===== src/rtl/pwr_seq_pkg.sv =====
// Shared types for the power-up sequencer.
// Assumes the state order below: flag activity is decoded by comparing
// against this order, so the gap states must stay consecutive.
package pwr_seq_pkg;

    localparam int unsigned NUM_FLAGS = 4;

    typedef enum logic [2:0] {
        ST_IDLE  = 3'd0,
        ST_RAMP  = 3'd1,
        ST_GAP_B = 3'd2,
        ST_GAP_C = 3'd3,
        ST_GAP_D = 3'd4,
        ST_DONE  = 3'd5
    } seq_state_t;

    typedef enum logic {
        TM_SINGLE = 1'b0,
        TM_OSC    = 1'b1
    } tmr_mode_t;

endpackage


===== src/rtl/pwr_seq_hyst.sv =====
// Hysteretic monitor built on two digital threshold compares.
// set_in raises the level and clr_in lowers it; SET_DOMINANT picks which
// one wins if both are asserted. force_off (and reset) drive the level to
// FORCE_VAL. level_c is the value the register takes at the coming edge,
// so a consumer can act in the same cycle as the compare.
module pwr_seq_hyst #(
    parameter bit SET_DOMINANT = 1'b0,
    parameter bit FORCE_VAL    = 1'b0
) (
    input  logic clk,
    input  logic rst_n,
    input  logic force_off,
    input  logic set_in,
    input  logic clr_in,
    output logic level_c
);

    logic level_q;
    logic raw_c;

    // Pick the compare priority according to the variant
    generate
        if (SET_DOMINANT) begin : g_set_wins
            always_comb raw_c = set_in ? 1'b1 : (clr_in ? 1'b0 : level_q);
        end else begin : g_clr_wins
            always_comb raw_c = clr_in ? 1'b0 : (set_in ? 1'b1 : level_q);
        end
    endgenerate

    // Forced value overrides the compares
    always_comb level_c = force_off ? FORCE_VAL : raw_c;

    // Hold the monitor level between edges
    always_ff @(posedge clk) begin
        if (!rst_n) level_q <= FORCE_VAL;
        else        level_q <= level_c;
    end

endmodule


===== src/rtl/pwr_seq_timer.sv =====
// Tick-driven interval timer shared by the start-up interval and the gaps.
// TM_SINGLE: done after len ticks (one half-period).
// TM_OSC: done after 2*OSC_CYCLES half-periods of len ticks each.
// A len of 0 acts as 1. load restarts the timer and captures len and mode,
// and takes precedence over counting. done is a pulse valid in the cycle
// before the edge at which the interval ends.
module pwr_seq_timer
    import pwr_seq_pkg::*;
#(
    parameter int unsigned TIME_W     = 16,
    parameter int unsigned OSC_CYCLES = 255
) (
    input  logic              clk,
    input  logic              rst_n,
    input  logic              load,
    input  tmr_mode_t         mode,
    input  logic [TIME_W-1:0] len,
    input  logic              run,
    input  logic              tick,
    output logic              done
);

    localparam int unsigned CYC_W = (OSC_CYCLES > 1) ? $clog2(OSC_CYCLES) : 1;
    localparam logic [CYC_W-1:0] CYC_LAST = CYC_W'(OSC_CYCLES - 1);

    logic [TIME_W-1:0] len_q;
    logic [TIME_W-1:0] pre_q;
    logic [CYC_W-1:0]  cyc_q;
    logic              phase_q;
    tmr_mode_t         mode_q;
    logic [TIME_W-1:0] last_pre;
    logic              half_end;

    // End of one half-period: the tick that completes len ticks
    always_comb begin
        last_pre = (len_q == '0) ? '0 : len_q - 1'b1;
        half_end = run && tick && (pre_q == last_pre);
        done     = half_end &&
                   ((mode_q == TM_SINGLE) || (phase_q && (cyc_q == CYC_LAST)));
    end

    // Tick prescaler, half-period phase and full-cycle counter
    always_ff @(posedge clk) begin
        if (!rst_n) begin
            len_q   <= '0;
            pre_q   <= '0;
            cyc_q   <= '0;
            phase_q <= 1'b0;
            mode_q  <= TM_SINGLE;
        end else if (load) begin
            len_q   <= len;
            mode_q  <= mode;
            pre_q   <= '0;
            cyc_q   <= '0;
            phase_q <= 1'b0;
        end else if (half_end) begin
            pre_q   <= '0;
            phase_q <= ~phase_q;
            if (phase_q) cyc_q <= cyc_q + 1'b1;
        end else if (run && tick) begin
            pre_q <= pre_q + 1'b1;
        end
    end

endmodule


===== src/rtl/pwr_seq_ctrl.sv =====
// Four-flag power-up sequencer, top level.
// Two hysteretic monitors judge the supply window, and one FSM walks
// start-up -> gap B -> gap C -> gap D -> done, using a shared timer.
// Any edge with the window unsatisfied (or lockout) returns to idle and
// pulls all flags low. Programmed values are captured at the start edge.
// Assumes osc_tick is a single-cycle pulse synchronous to clk.
module pwr_seq_ctrl
    import pwr_seq_pkg::*;
#(
    parameter int unsigned TIME_W     = 16,
    parameter int unsigned OSC_CYCLES = 255
) (
    input  logic                 clk,
    input  logic                 rst_n,
    input  logic                 lockout,
    input  logic                 uv_above_hi,
    input  logic                 uv_below_lo,
    input  logic                 ov_above_hi,
    input  logic                 ov_below_lo,
    input  logic                 osc_tick,
    input  logic [TIME_W-1:0]    ramp_ticks,
    input  logic [TIME_W-1:0]    gap_b_half,
    input  logic [TIME_W-1:0]    gap_c_half,
    input  logic [TIME_W-1:0]    gap_d_half,
    output logic [NUM_FLAGS-1:0] pg_pull_low,
    output logic                 seq_done
);

    localparam int unsigned NUM_GAPS = NUM_FLAGS - 1;

    seq_state_t        state_q, state_d;
    logic              uv_good_c, ov_fault_c, win_ok_c;
    logic              tmr_load, tmr_run, tmr_done;
    tmr_mode_t         tmr_mode;
    logic [TIME_W-1:0] tmr_len;
    logic [TIME_W-1:0] gap_in [NUM_GAPS];
    logic [TIME_W-1:0] gap_q  [NUM_GAPS];
    logic              start_go;
    logic [NUM_FLAGS-1:0] flag_act;

    // Undervoltage: low compare wins, lockout forces "not good"
    pwr_seq_hyst #(.SET_DOMINANT(1'b0), .FORCE_VAL(1'b0)) u_uv (
        .clk      (clk),
        .rst_n    (rst_n),
        .force_off(lockout),
        .set_in   (uv_above_hi),
        .clr_in   (uv_below_lo),
        .level_c  (uv_good_c)
    );

    // Overvoltage: high compare wins, lockout forces "fault"
    pwr_seq_hyst #(.SET_DOMINANT(1'b1), .FORCE_VAL(1'b1)) u_ov (
        .clk      (clk),
        .rst_n    (rst_n),
        .force_off(lockout),
        .set_in   (ov_above_hi),
        .clr_in   (ov_below_lo),
        .level_c  (ov_fault_c)
    );

    // Window decision uses the monitor values of the coming edge
    always_comb win_ok_c = uv_good_c && !ov_fault_c;

    // Gather programmed gap lengths in flag order
    always_comb begin
        gap_in[0] = gap_b_half;
        gap_in[1] = gap_c_half;
        gap_in[2] = gap_d_half;
    end

    // Sequence start condition
    always_comb start_go = (state_q == ST_IDLE) && win_ok_c;

    // Capture gap lengths when a sequence starts
    always_ff @(posedge clk) begin
        if (!rst_n) begin
            for (int i = 0; i < NUM_GAPS; i++) gap_q[i] <= '0;
        end else if (start_go) begin
            for (int i = 0; i < NUM_GAPS; i++) gap_q[i] <= gap_in[i];
        end
    end

    // Next state and timer load selection
    always_comb begin
        state_d  = state_q;
        tmr_load = 1'b0;
        tmr_mode = TM_OSC;
        tmr_len  = '0;
        if (!win_ok_c) begin
            state_d = ST_IDLE;
        end else begin
            case (state_q)
                ST_IDLE: begin
                    state_d  = ST_RAMP;
                    tmr_load = 1'b1;
                    tmr_mode = TM_SINGLE;
                    tmr_len  = ramp_ticks;
                end
                ST_RAMP: if (tmr_done) begin
                    state_d  = ST_GAP_B;
                    tmr_load = 1'b1;
                    tmr_len  = gap_q[0];
                end
                ST_GAP_B: if (tmr_done) begin
                    state_d  = ST_GAP_C;
                    tmr_load = 1'b1;
                    tmr_len  = gap_q[1];
                end
                ST_GAP_C: if (tmr_done) begin
                    state_d  = ST_GAP_D;
                    tmr_load = 1'b1;
                    tmr_len  = gap_q[2];
                end
                ST_GAP_D: if (tmr_done) state_d = ST_DONE;
                default:  state_d = state_q;
            endcase
        end
    end

    // Timer runs only while an interval is pending
    always_comb tmr_run = (state_q != ST_IDLE) && (state_q != ST_DONE);

    // Sequencer state register
    always_ff @(posedge clk) begin
        if (!rst_n) state_q <= ST_IDLE;
        else        state_q <= state_d;
    end

    pwr_seq_timer #(.TIME_W(TIME_W), .OSC_CYCLES(OSC_CYCLES)) u_tmr (
        .clk  (clk),
        .rst_n(rst_n),
        .load (tmr_load),
        .mode (tmr_mode),
        .len  (tmr_len),
        .run  (tmr_run),
        .tick (osc_tick),
        .done (tmr_done)
    );

    // Flag n is active once the state has passed the interval before it
    generate
        for (genvar g = 0; g < NUM_FLAGS; g++) begin : g_flag
            assign flag_act[g]    = (state_q >= seq_state_t'(ST_GAP_B + g));
            assign pg_pull_low[g] = ~flag_act[g];
        end
    endgenerate

    // Completion status
    always_comb seq_done = (state_q == ST_DONE);

endmodule


===== config.mk =====
export PLATFORM = sky130hd
export DESIGN_NAME = pwr_seq_ctrl
export DESIGN_NICKNAME = d
export VERILOG_FILES = /design/src/rtl/pwr_seq_pkg.sv /design/src/rtl/pwr_seq_hyst.sv /design/src/rtl/pwr_seq_timer.sv /design/src/rtl/pwr_seq_ctrl.sv
export SDC_FILE = /design/constraint.sdc
export NUM_CORES = 1
export LEC_CHECK = 0
export CORE_ASPECT_RATIO = 1.5
export CORE_UTILIZATION = 35
export CTS_CLUSTER_DIAMETER = 150
export CTS_CLUSTER_SIZE = 25
export DETAILED_ROUTE_END_ITERATION = 6
export DONT_BUFFER_PORTS = 1
export PLACE_DENSITY_LB_ADDON = 0.1
export SLEW_MARGIN = 30
export SYNTH_ARGS = -nofsm -noshare
export SYNTH_HDL_FRONTEND = slang
export SYNTH_SLANG_ARGS = --single-unit
export TNS_END_PERCENT = 20

===== constraint.sdc =====
create_clock -name clk -period 4.9 [get_ports clk]
set_input_delay 0 -clock clk [delete_from_list [all_inputs] [get_ports clk]]
set_output_delay 0 -clock clk [all_outputs]
set_load 0.01 [all_outputs]

=== Yosys cells after proc, flatten, opt, wreduce, memory -nomap -nowiden ===
Memory sizes are Yosys's and may differ from the RTL's.
Index checks and enable logic that the tools add are counted.

* Word-level logic and storage cells: 86
* Memories kept: 1
* Register bits: 47
* Output and inout port bits: 5
* Memory bits (writable): 48

{| class="wikitable"
|+ Memory list
! memory !! words !! width !! read ports !! clocked after Yosys merged registers in !! wr ports !! line !! source
|-
| gap_q || 3 || 16 || 3 || 0 || 3 || pwr_seq_ctrl.sv:37 || <nowiki>logic [TIME_W-1:0] gap_q [NUM_GAPS];</nowiki>
|}

* Mux-type cells: 29
* Bitwise gates (word level): 10
* Order comparisons: 4
* Eq/ne operators: 12
* Add/subtract/negate cells: 3
* Reductions and logical operators: 19

{| class="wikitable"
|+ Operators with widths
! operator !! number
|-
| 2-to-1 mux 16 bit || 8
|-
| case mux 16 bit (4 select lines) || 1
|-
| adder 16 x 1 -> 16 bit (second input constant) || 1
|-
| equality test 16 bit || 1
|-
| zero test 16 bit || 1
|-
| subtractor 16 x 1 -> 16 bit (second input constant) || 1
|-
| case mux 3 bit (5 select lines) || 1
|-
| 2-to-1 mux 1 bit || 14
|-
| 2-to-1 mux 3 bit || 4
|-
| adder 8 x 1 -> 8 bit (second input constant) || 1
|-
| equality test 8 bit (second input constant) || 1
|-
| inequality test 2 bit (second input constant) || 4
|-
| logical AND 1 bit || 7
|-
| inverter 1 bit || 7
|-
| equality test 3 x 2 -> 1 bit (second input constant) || 2
|-
| equality test 3 bit (second input constant) || 2
|-
| >= comparator 3 x 2 -> 1 bit (second input constant) || 2
|-
| >= comparator 3 bit (second input constant) || 2
|-
| OR reduction 3 bit || 2
|-
| AND reduction 5 bit || 1
|-
| nonzero test 5 bit || 1
|-
| AND reduction 2 bit || 2
|-
| equality test 3 x 1 -> 1 bit (second input constant) || 1
|-
| zero test 3 bit || 1
|-
| other kinds (7) || 9
|}

=== Depth between registers and ports, before layout ===
* Depth in word-level cells: 10
* Mapped depth: 14
* Gate-level depth less buffers: 10

=== Hierarchy ===
A second synthesis with hierarchy kept.

* Cell total of the unflattened synthesis: 556
* Area total of the unflattened synthesis: 5501.5 um^2

{| class="wikitable"
|+ By module, submodules not included
! module !! area each (um^2) !! sequential area each (um^2) !! cells an instance !! instances
|-
| pwr_seq_ctrl || 2712.6 || 1501.4 || 226 || 1
|-
| pwr_seq_timer || 2697.6 || 840.8 || 321 || 1
|-
| pwr_seq_hyst at u_ov || 47.5 || 20.0 || 5 || 1
|-
| pwr_seq_hyst at u_uv || 43.8 || 20.0 || 4 || 1
|}

=== Worst setup path after synthesis ===
Ideal clock, no wire load.

* Kind: register -> register
* Start: reg state_q[1]
* End: reg u_tmr.pre_q[10]
* Path slack: 0.700 ns
* Setup time: 0.115 ns
* Cell stages (with the launch flop): 9
* Buffers on the path: 3
* Data required time: 4.785 ns
* Arrival: 4.085 ns
* Cell sequence: dfxtp_1 -> clkbuf_1 -> nor2_1 -> nand2_1 -> o21ai_1 -> nand2b_1 -> buf_2 -> buf_4 -> nor2_1

* Cells in the longest elaborated chain, start to end: 9
* Elaborated cells on any way between the ends: 15

{| class="wikitable"
|+ Ends and longest elaborated chain
! element !! line !! source
|-
| from (decl) || pwr_seq_ctrl.sv:31 || <nowiki>seq_state_t state_q, state_d;</nowiki>
|-
| from (signal assigned) || pwr_seq_ctrl.sv:126 || <nowiki>else state_q <= state_d;</nowiki>
|-
| inequality test 3 bit / nonzero test 3 bit (equally long branches) || pwr_seq_ctrl.sv:121 || <nowiki>always_comb tmr_run = (state_q != ST_IDLE) && (state_q != ST_DONE);</nowiki>
|-
| logical AND 1 bit || pwr_seq_ctrl.sv:121 ||
|-
| logical AND 1 bit || pwr_seq_timer.sv:37, pwr_seq_timer.sv:60 ||
|-
| logical AND 1 bit || pwr_seq_timer.sv:37 || <nowiki>half_end = run && tick && (pre_q == last_pre);</nowiki>
|-
| logical AND 1 bit || pwr_seq_timer.sv:38 || <nowiki>done = half_end &&</nowiki>
|-
| 2-to-1 mux 1 bit || pwr_seq_ctrl.sv:99, pwr_seq_ctrl.sv:104, pwr_seq_ctrl.sv:109 ||
|-
| case mux 1 bit (2 select lines) || pwr_seq_ctrl.sv:92 || <nowiki>case (state_q)</nowiki>
|-
| 2-to-1 mux 1 bit || pwr_seq_ctrl.sv:89 || <nowiki>if (!win_ok_c) begin</nowiki>
|-
| OR reduction 3 bit (no line) || - ||
|-
| to (signal assigned) || pwr_seq_timer.sv:61 || <nowiki>pre_q <= pre_q + 1'b1;</nowiki>
|-
| to (decl) || pwr_seq_timer.sv:27 || <nowiki>logic [TIME_W-1:0] pre_q;</nowiki>
|}

Parallel ways exist; a longest one is shown, timed or not.
A chain may end at the register's enable or synchronous reset.

=== Final worst setup path ===
* Start: reg u_tmr.len_q[0]
* End: reg u_tmr.pre_q[5]

* Cells in the longest elaborated chain, start to end: 9
* Elaborated cells on any way between the ends: 10

{| class="wikitable"
|+ Ends and longest elaborated chain
! element !! line !! source
|-
| from (decl) || pwr_seq_timer.sv:26 || <nowiki>logic [TIME_W-1:0] len_q;</nowiki>
|-
| from (signal assigned) || pwr_seq_timer.sv:51 || <nowiki>len_q <= len;</nowiki>
|-
| subtractor 16 x 1 -> 16 bit / zero test 16 bit (equally long branches) || pwr_seq_timer.sv:36 || <nowiki>last_pre = (len_q == '0) ? '0 : len_q - 1'b1;</nowiki>
|-
| 2-to-1 mux 16 bit (*) || pwr_seq_timer.sv:36 ||
|-
| equality test 16 bit (*) || pwr_seq_timer.sv:37 ||
|-
| logical AND 1 bit (*) || pwr_seq_timer.sv:37 ||
|-
| logical AND 1 bit || pwr_seq_timer.sv:38 ||
|-
| 2-to-1 mux 1 bit || pwr_seq_ctrl.sv:99, pwr_seq_ctrl.sv:104, pwr_seq_ctrl.sv:109 ||
|-
| case mux 1 bit (2 select lines) || pwr_seq_ctrl.sv:92 ||
|-
| 2-to-1 mux 1 bit || pwr_seq_ctrl.sv:89 ||
|-
| OR reduction 3 bit (no line) (*) || - ||
|}

Mark *: on every way between the ends. The rest lies on a longest branch, timed or not.

==> summary.txt <==
Power
  – Peak VDD IR: 0.153 mV
  – Switching Fraction: 26.3%
  – Net Sw Power: 476 uW
  – Combinational share of power: 12.7%
  – Clock share of power: 39.2%
  – Internal power: 1.33 mW
  – Leak Pwr: 2.47 nW
  – Sequential power share: 48.1%
  – Total power: approximately 1.8 mW
  – Power Density: 265 nW/um2

Run status
  – Status: complete, no violations

Die
  – Die X: approximately 110 um
  – Die H: 159 um
  – Row cnt: 56
  – IO Pins: 77
  – Core region area: 15,800 um2
  – Initial Utilization: 36.1%
  – Area of the die: 16,900 um2

STA
  – Max-slew violations: 0
  – Hold slack: between 0.01 and 0.015 ns
  – FMAX: 257 MHz
  – Setup TNS: 0 ns
  – Min Tclk post-route: 3.89 ns
  – Final hold vios: 0
  – Setup Skew: 0.00972 ns
  – Setup Viol. Count Final: 0
  – Measured slew at the worst slew-check pin: approximately 0.8 ns
  – Final setup margin: between 1 and 1.5 ns
  – Max transition margin: between 40 and 50%
  – RSZ-0062 raised after global routing: no
  – Crit share post-route: around four fifths

Global route
  – Initial antenna violation count: 0
  – First-pass GRT wire length: ~24,000 um
  – Largest net degree at the start of global routing: 49
  – GRT overflow: 0
  – GRT Resource Usage Total: 18.5%
  – Vias in the first global route: between 4,000 and 5,000

Hold path
  – Worst hold path depth: 3
  – Worst hold-check path type: input port to flop

Clock network
  – CTS Buf Count: 9
  – Htree depth: 3
  – Clk root buf: clkbuf_16
  – TritonCTS clock tree: yes
  – CTS clock-pin slew for the worst setup and hold paths: 0.07 ns
  – Post-CTS setup buffers: 0
  – Cts hold-fix bufs: 67
  – CTS resizes: 0
  – Skew-Pair Late Insertion Delay: between 0.3 and 0.4 ns
  – # clock sinks: 95
  – Clk buf depth: 2

Logic synthesis
  – Synth unique cells: 64
  – EDFF count, synth: 48
  – FF+latch count, synth: 95
  – Mean Syn Cell Area: a little over 9 um2
  – Net Count, Synth: 698
  – Ys async rst share: 0%
  – Most numerous cell in the Yosys netlist: and2_1
  – Most used DFF post-synth: edfxtp_1
  – Post-synth top area cell: edfxtp_1
  – Seq/Total Area, Yosys: roughly two fifths
  – Area contributors post-synth: edfxtp_1 (25%), dfxtp_1 (16%), and2_1 (5.5%), nor3_1 (3.9%), mux2_2 (3.1%)
  – Ys Warns: 0
  – Top cell type's share of synthesized area: about a quarter
  – Post-Synthesis Cells: 622
  – Post-Syn Area: approximately 5700 um2
  – Post-synth top cells: and2_1 (50), edfxtp_1 (48), dfxtp_1 (47), nor3_1 (45)

Worst setup path
  – Arrival @ worst endpoint: 4.10 ns
  – Kind of critical path: flop to flop
  – Critical-path maximum fanout: 16
  – Startpoint Class: flop
  – Req. time, crit path: ~5 ns
  – Critical path endpoint category: flop
  – Depth of the most critical reg-to-reg path: 10

Drt
  – DRT antenna net count: 0
  – Vias/cell: 5.51
  – DRC Markers: 0
  – Routed WL: 15,000 um
  – Initial drt markers: 166
  – Uppermost layer routed: met4
  – Post-DR wirelength/cell: around 17 um
  – Via total after detailed routing: 4,755
  – DRT Pass-1 Iters: 5
  – DR WL met3: 487 um
  – Wl on met1: 6190 um
  – Met2 wire len: 7910 um

Placement
  – Placed wire-length estimate: roughly 11,000 um
  – Routability cong.: 0.907
  – Dpl cells: 780
  – PortBufs: 0
  – Placement Cell Area: 5860 um2
  – Dpl ws: 1.03 ns

Finish
  – Post-layout util: between 40% and 50%
  – Area delta synth->final: 19.4%
  – Cell area after layout: 6830 um2
  – Non-Filler Instances: 863
  – Antenna Cells: 0
  – Layout Nets: 731
  – Layout cells sized above 1: 9.24%

Run
  – Max cap viols: 0
## flip-flops by register name, indices dropped and copies added (netlist names)
name and cells:
u_tmr.pre_q 16, u_tmr.mode_q 1, u_ov.level_q 1, u_tmr.cyc_q 8
gap_q 48, u_tmr.phase_q 1, u_uv.level_q 1, u_tmr.len_q 16
state_q 3
## metal layers
layer / up-vias / track usage (%)
li1: 2377 / -
met1: 2246 / 21.0
met2: 107 / 33.8
met3: 25 / 3.07
met4: 0 / 7.94
met5: - / 0
## power by group through the flow
stage / Combinational, mW / Sequential (mW) / Clock, mW
finish: 0.229 / 0.869 / 0.709
global route: 0.249 / 0.872 / 0.761
CTS: 0.229 / 0.869 / 0.728
detailed placement: 0.183 / 0.888 / 0
global placement: 0.181 / 0.886 / 0
floorplan: 0.150 / 0.880 / 0
## cells by family after synthesis
| group | Yosys count | synth area share (%) |
|---|---|---|
| and+or+nand+nor | 270 | 26.4 |
| buffers and inverters | 68 | 4.83 |
| muxes | 25 | 4.72 |
| adders and majority gates | 4 | 0.875 |
| AOI/OAI and AO/OA | 128 | 16.1 |
| xor gates and xnor gates | 32 | 5.42 |
| DFF | 95 | 41.6 |
## area by class of cell
cell class	count	area (um2)
Clock buffer	10	239
Clock inverter	6	62.6
Fill cell	1559	9000
Inverter	13	48.8
Multi-Input combinational cell	459	3100
Sequential cell	95	2380
Tap cell	203	254
Timing Repair Buffer	77	746
## path summary, 6_finish.rpt
path | startpoint | end | slack (ns)
max | u_tmr.len_q[0] | u_tmr.pre_q[5] | 1.01
min reg2reg | u_tmr.mode_q | u_tmr.mode_q | 0.45
min | ramp_ticks[15] | u_tmr.len_q[15] | 0.01
max reg2reg | u_tmr.len_q[0] | u_tmr.pre_q[5] | 1.01
## critical path, stage by stage (launching register included)
cell      delay, ns
dfxtp_1        0.35
inv_1          0.10
ha_1           0.21
nor3b_1        0.63
nand4_1        0.29
xor2_1         0.23
or4_1          0.51
o311a_1        0.23
or4_4          0.60
nand2b_1       0.47
nor2_1         0.12
## cells in the final DEF, fill, tap and decap left out, types with 5 or more instances in the layout
cell           instances
or4_1                  6
nand3_1               12
or3_1                  7
a21oi_1               28
clkbuf_16              9
o21ai_0               11
nor3_1                44
nand4_1               14
nand2b_1               6
inv_1                 13
and2_1                50
nor4_1                15
xor2_1                16
nand2_1               24
mux2_2                16
or2_2                  5
edfxtp_1              48
nor2_1                43
and3_1                19
mux2i_1                9
xnor2_1               14
o21a_1                17
o31ai_1               17
dlygate4sd3_1         67
dfxtp_1               47
a221oi_1              18
buf_4                 10
Note: power is estimated with default switching activity, not from simulation.
